File: src/rtl/tick_irq_pkg.sv
package tick_irq_pkg;
   localparam int unsigned RA_COUNT  = 0;
   localparam int unsigned RA_MATCH  = 1;
   localparam int unsigned RA_MODE   = 2;
   localparam int unsigned RA_PEND   = 3;

   localparam int unsigned MB_IE     = 0;
   localparam int unsigned MB_EXL    = 1;
   localparam int unsigned MB_ERL    = 2;
   localparam int unsigned MB_MASK   = 8;
   localparam int unsigned MB_RDONLY = 21;
   localparam int unsigned PEND_LO   = 8;
   localparam int unsigned NUM_SRC   = 8;

   function automatic logic [31:0] mode_wmask();
      logic [31:0] m;
      m = 32'h0000_FFFF;
      m[28] = 1'b1;
      m[25] = 1'b1;
      for (int b = 16; b <= 24; b++) m[b] = 1'b1;
      m[MB_RDONLY] = 1'b0;
      return m;
   endfunction

   localparam logic [31:0] MODE_WMASK = mode_wmask();
   localparam logic [31:0] MODE_RST   = 32'h0000_0004;
endpackage

File: src/rtl/tick_counter.sv
module tick_counter #(
   parameter int unsigned W = 32
) (
   input  logic         clk,
   input  logic         rst_n,
   input  logic         tick_en,
   input  logic         cnt_we,
   input  logic         cmp_we,
   input  logic [W-1:0] wdata,
   output logic [W-1:0] cnt_q,
   output logic [W-1:0] cmp_q,
   output logic         tpend_q
);
   localparam logic [W-1:0] ONE = W'(1);

   always_ff @(posedge clk) begin
      if (!rst_n) begin
         cnt_q <= '0;
      end else if (cnt_we) begin
         cnt_q <= wdata;
      end else if (tick_en) begin
         cnt_q <= cnt_q + ONE;
      end
   end

   always_ff @(posedge clk) begin
      if (!rst_n) begin
         cmp_q   <= '0;
         tpend_q <= 1'b0;
      end else if (cmp_we) begin
         cmp_q   <= wdata;
         tpend_q <= 1'b0;
      end else if (cnt_q == cmp_q) begin
         tpend_q <= 1'b1;
      end
   end
endmodule

File: src/rtl/mode_word.sv
module mode_word
   import tick_irq_pkg::*;
#(
   parameter int unsigned W = 32
) (
   input  logic         clk,
   input  logic         rst_n,
   input  logic         we,
   input  logic [W-1:0] wdata,
   output logic [W-1:0] mode_q
);
   localparam logic [W-1:0] WMASK = W'(MODE_WMASK);
   localparam logic [W-1:0] RSTV  = W'(MODE_RST);

   always_ff @(posedge clk) begin
      if (!rst_n) begin
         mode_q <= RSTV;
      end else if (we) begin
         mode_q <= wdata & WMASK;
      end
   end
endmodule

File: src/rtl/irq_merge.sv
module irq_merge #(
   parameter int unsigned NSRC = 8
) (
   input  logic [NSRC-1:0] pend,
   input  logic [NSRC-1:0] mask,
   input  logic            gen_en,
   input  logic            exc_lvl,
   input  logic            err_lvl,
   output logic            irq_req
);
   logic [NSRC-1:0] live;

   for (genvar i = 0; i < NSRC; i++) begin : g_src
      assign live[i] = pend[i] & mask[i];
   end

   assign irq_req = gen_en & ~exc_lvl & ~err_lvl & (|live);
endmodule

File: src/rtl/tick_irq_ctrl.sv
module tick_irq_ctrl
   import tick_irq_pkg::*;
#(
   parameter int unsigned DATA_W   = 32,
   parameter int unsigned ADDR_W   = 2,
   parameter int unsigned HW_LINES = 5,
   parameter int unsigned SW_BITS  = 2
) (
   input  logic                clk,
   input  logic                rst_n,
   input  logic                tick_en,
   input  logic [ADDR_W-1:0]   reg_addr,
   input  logic                reg_we,
   input  logic [DATA_W-1:0]   reg_wdata,
   output logic [DATA_W-1:0]   reg_rdata,
   input  logic [HW_LINES-1:0] hw_irq,
   output logic                irq_req
);
   localparam int unsigned NSRC   = 1 + HW_LINES + SW_BITS;
   localparam int unsigned TMR_IX = NSRC - 1;

   if (DATA_W < 29) begin : g_bad_width
      $error("tick_irq_ctrl: DATA_W must hold the mode word layout");
   end
   if (NSRC != NUM_SRC) begin : g_bad_src
      $error("tick_irq_ctrl: sources must fill the 8-bit mask field");
   end
   if (ADDR_W < 2) begin : g_bad_addr
      $error("tick_irq_ctrl: ADDR_W must reach four registers");
   end

   logic              cnt_we, cmp_we, mode_we, pend_we;
   logic [DATA_W-1:0] cnt_q, cmp_q, mode_q;
   logic              tpend_q;
   logic [SW_BITS-1:0] swp_q;
   logic [NSRC-1:0]   pend;
   logic [DATA_W-1:0] pend_view;

   assign cnt_we  = reg_we && (reg_addr == ADDR_W'(RA_COUNT));
   assign cmp_we  = reg_we && (reg_addr == ADDR_W'(RA_MATCH));
   assign mode_we = reg_we && (reg_addr == ADDR_W'(RA_MODE));
   assign pend_we = reg_we && (reg_addr == ADDR_W'(RA_PEND));

   tick_counter #(.W(DATA_W)) cnt_i (
      .clk     (clk),
      .rst_n   (rst_n),
      .tick_en (tick_en),
      .cnt_we  (cnt_we),
      .cmp_we  (cmp_we),
      .wdata   (reg_wdata),
      .cnt_q   (cnt_q),
      .cmp_q   (cmp_q),
      .tpend_q (tpend_q)
   );

   mode_word #(.W(DATA_W)) mode_i (
      .clk    (clk),
      .rst_n  (rst_n),
      .we     (mode_we),
      .wdata  (reg_wdata),
      .mode_q (mode_q)
   );

   always_ff @(posedge clk) begin
      if (!rst_n) begin
         swp_q <= '0;
      end else if (pend_we) begin
         swp_q <= reg_wdata[PEND_LO +: SW_BITS];
      end
   end

   assign pend = {tpend_q, hw_irq, swp_q};

   always_comb begin
      pend_view = '0;
      pend_view[PEND_LO +: NSRC] = pend;
   end

   irq_merge #(.NSRC(NSRC)) merge_i (
      .pend    (pend),
      .mask    (mode_q[MB_MASK +: NSRC]),
      .gen_en  (mode_q[MB_IE]),
      .exc_lvl (mode_q[MB_EXL]),
      .err_lvl (mode_q[MB_ERL]),
      .irq_req (irq_req)
   );

   always_comb begin
      case (reg_addr)
         ADDR_W'(RA_COUNT): reg_rdata = cnt_q;
         ADDR_W'(RA_MATCH): reg_rdata = cmp_q;
         ADDR_W'(RA_MODE):  reg_rdata = mode_q;
         ADDR_W'(RA_PEND):  reg_rdata = pend_view;
         default:           reg_rdata = '0;
      endcase
   end

   wire unused_tmr_ix = (TMR_IX == 0);
endmodule

File: config.mk
export PLATFORM = sky130hd
export DESIGN_NAME = tick_irq_ctrl
export DESIGN_NICKNAME = d
export VERILOG_FILES = /design/src/rtl/tick_irq_pkg.sv /design/src/rtl/tick_counter.sv /design/src/rtl/mode_word.sv /design/src/rtl/irq_merge.sv /design/src/rtl/tick_irq_ctrl.sv
export SDC_FILE = /design/constraint.sdc
export NUM_CORES = 1
export LEC_CHECK = 0
export ABC_AREA = 0
export BUFFER_PORTS_ARGS = -buffer_cell sky130_fd_sc_hd__buf_2
export CAP_MARGIN = 5
export CORE_MARGIN = 10
export CORE_UTILIZATION = 40
export DETAILED_ROUTE_END_ITERATION = 8
export PLACE_DENSITY = 0.67
export SYNTH_ARGS = -nofsm -noshare
export SYNTH_HDL_FRONTEND = slang
export SYNTH_SLANG_ARGS = --single-unit
File: constraint.sdc
create_clock -name clk -period 6.1 [get_ports clk]
set_clock_uncertainty 0.1 [all_clocks]
set_input_delay 1.22 -clock clk [delete_from_list [all_inputs] [get_ports clk]]
set_output_delay 1.22 -clock clk [all_outputs]
set_load 0.01 [all_outputs]
==> impl_metrics.toml <==
[flow_run]
maxCapViolCount = 0

[pwr]
power_density_mw_per_mm2 = 242
p_leak_nw = 2.03
peakVddDrop_uv = 160

[placement]
dp_hpwl_mm = 9.75
gp_congestion = 0.868
place_ws_ns = 1.98
portBuffers = 75

[global_routing]
overflow = 0
grt_pass1_wl_mm = 23.1
grt_max_degree = 66
grt_usage_pct = 16.1
grt_pass1_vias = 4320
antenna_found_initial = 1

[floorplan]
dieArea_mm2 = 0.0173
io_pins = 76
rows = 40
fp.dieH_um = 132
core-area_mm2 = 0.0121
fp.dieW_um = 132
start_util_pct = 41.1

[clocking]
htreeDepth = 3
cts_root_buffer = "clkbuf_16"
clk_latency_ns = 0.34
clock_sinks = 93
cts_buffers = 9
post_cts_resized = 0
cts_max_path_buffers = 2
ctsHoldBuffers = 0
post_cts_buffers = 0
path_clk_slew_ns = 0.06
cts_tree = "yes"

[logic_synthesis]
ys_warn_count = 0
synth.yosys.seq_area_share_pct = 37.4
netlist_area_mm2 = 0.00498
yosysTopAreaCellShare_pct = 37.4
synth.area.top_cells = "dfxtp_1 37%, nand2_1 11%, xnor2_1 8.6%"
synth_edf_count = 0
ys_seq_elements = 93
synth_nets = 661
yosysUniqueCellTypes = 44
synth_ff_type = "dfxtp_1"
synth_cells = 617
syn_area_per_cell_um2 = 8.08
async_flop_share_pct = 0
yosys.area.top_type = "dfxtp_1"

[cells_and_area]
fillers = 1256
drive_gt1_share_pct = 17.5
syn2layout_area_growth_pct = 12.7
final-seq-area_mm2 = 0.00186
multi_input_area_mm2 = 0.00286
nNetsFinal = 701

[sta]
setup_ws_ns = 2.00
period_share_pct = 67.3
tns_ns = 0
relSlewSlack_pct = 18.8
rsz0062_at_grt = "no"
drv_slew = 0
max_freq_mhz = 244
tightest_slew_ns = 1.22
finalHoldViolations = 0
setup_viol = 0
layout_min_cycle_time_ns = 4.10

[routing]
wire_per_inst_um = 17.1
via_count = 4400
drt-initial-drc-count = 262
ant_nets = 0
routed_wl_mm = 14.2
first_pass_iters = 4
viasPerCell = 5.29
drc = 0

[critical_path]
reg2reg_depth = 5
critPathMaxFanout = 36
cp.arrival_ns = 2.78
cp-end-kind = "primary output"
worstSetupStartpointType = "primary input"
critPathKind = "primary input to primary output"
cp.required_ns = 4.78

[min_path]
hold_depth = 2
hp-class = "register to register"

[outcome]
outcome = "complete, no violations"
==> Yosys cell counts, types with 2 or more instances <==
cell      instances
nor3_1            6
dfxtp_1          93
xnor2_1          49
buf_2             4
buf_1             3
a22oi_1           4
inv_1             2
and2_1            3
and3_1            6
a211oi_2          2
a21oi_1          77
and4_1            3
nand3_1          12
xor2_1           14
clkbuf_8          3
mux2i_1          27
nor3_2            5
mux4_2            7
clkbuf_1         33
a211oi_1         10
o21ai_0          38
nand4_1          17
buf_6             4
nand4b_1          2
nor4_1            3
nand2_1         148
nor2_1           25
==> final cells by class <==
cell class	instances	area share [%]
multi-input cells	472	50.9
flip-flops and latches	93	33.2
repair buffers	78	7.09
clock buffers	12	4.39
well taps	168	3.74
clock inverters	4	0.423
inverters	3	0.201
diodes	1	0.0446
==> kinds of logic (layout without fill, tap and decap cells) <==
logic type	Yosys count	in the layout	synth area share [%]
other	0	1	0
adders and majority gates	1	1	0.251
xor gates and xnor gates	63	63	11.1
and+or+nand+nor	241	241	22.5
DFF	93	93	37.4
buffers and inverters	52	97	5.32
AOI/OAI and AO/OA	132	132	14.3
muxes	35	35	9.12
==> flip-flops by register name (all words and copies together) (netlist names) <==
signal,flops
cnt_i.cmp_q,32
cnt_i.tpend_q,1
swp_q,2
cnt_i.cnt_q,32
mode_i.mode_q,26
==> cell usage in the layout, fill, tap and decap left out, types with 2 or more instances in the layout <==
| master | netlist | layout |
|---|---|---|
| a211oi_1 | 10 | 10 |
| a211oi_2 | 2 | 2 |
| a21oi_1 | 77 | 77 |
| a22oi_1 | 4 | 4 |
| and2_1 | 3 | 3 |
| and3_1 | 6 | 6 |
| and4_1 | 3 | 3 |
| buf_2 | 4 | 75 |
| buf_4 | 1 | 3 |
| clkbuf_1 | 33 | 2 |
| clkbuf_16 | 0 | 9 |
| clkinv_2 | 0 | 3 |
| dfxtp_1 | 93 | 93 |
| inv_1 | 2 | 2 |
| mux2i_1 | 27 | 27 |
| mux4_2 | 7 | 7 |
| nand2_1 | 148 | 147 |
| nand3_1 | 12 | 12 |
| nand4_1 | 17 | 17 |
| nand4b_1 | 2 | 2 |
| nor2_1 | 25 | 24 |
| nor2_2 | 1 | 2 |
| nor3_1 | 6 | 6 |
| nor3_2 | 5 | 5 |
| nor4_1 | 3 | 3 |
| o21ai_0 | 38 | 38 |
| xnor2_1 | 49 | 49 |
| xor2_1 | 14 | 14 |
==> per-layer routing <==
layer | track usage (%) | routed length (um)
met1 | 20.7 | 6500
met2 | 25.9 | 6730
met3 | 4.31 | 731
met4 | 4.45 | 236
met5 | 0 | 0
==> through the flow <==
stage	hold slack (ns)	cell area, um2	util (%)	power, mW	instances
CTS	0.356	5610	46.3	1.36	830
global placement	0.342	5340	44.1	0.842	814
global route	0.372	5610	46.3	1.40	830
detailed placement	0.347	5340	44.1	0.846	814
finish	0.355	5610	46.4	1.36	831
floorplan	0.337	4980	-	0.785	617
==> critical path, stage by stage <==
cell	delay, ns
buf_2	0.77
nor2b_1	0.10
buf_4	0.27
nand2_1	0.09
o21ai_0	0.11
buf_2	0.20
==> power breakdown <==
group | leakage (nW) | switching, mW | internal (mW) | total [mW]
sequential | 0.758 | 0.0311 | 0.632 | 0.664
clock | 0.136 | 0.237 | 0.287 | 0.523
combinational | 1.14 | 0.0986 | 0.0705 | 0.169
==> worst paths after layout <==
kind                            slack, ns                            end                          start
worst max-delay path                 2.00                  reg_rdata[16]                    reg_addr[0]
worst min-delay path                 0.36  mode_i.mode_q[3]$_SDFFE_PN0P_  mode_i.mode_q[3]$_SDFFE_PN0P_
worst max register to register       3.80   cnt_i.cnt_q[25]$_SDFFE_PN0P_    cnt_i.cnt_q[9]$_SDFFE_PN0P_
worst min register to register       0.36  mode_i.mode_q[3]$_SDFFE_PN0P_  mode_i.mode_q[3]$_SDFFE_PN0P_
No activity file was read; power rests on OpenSTA's default activity.
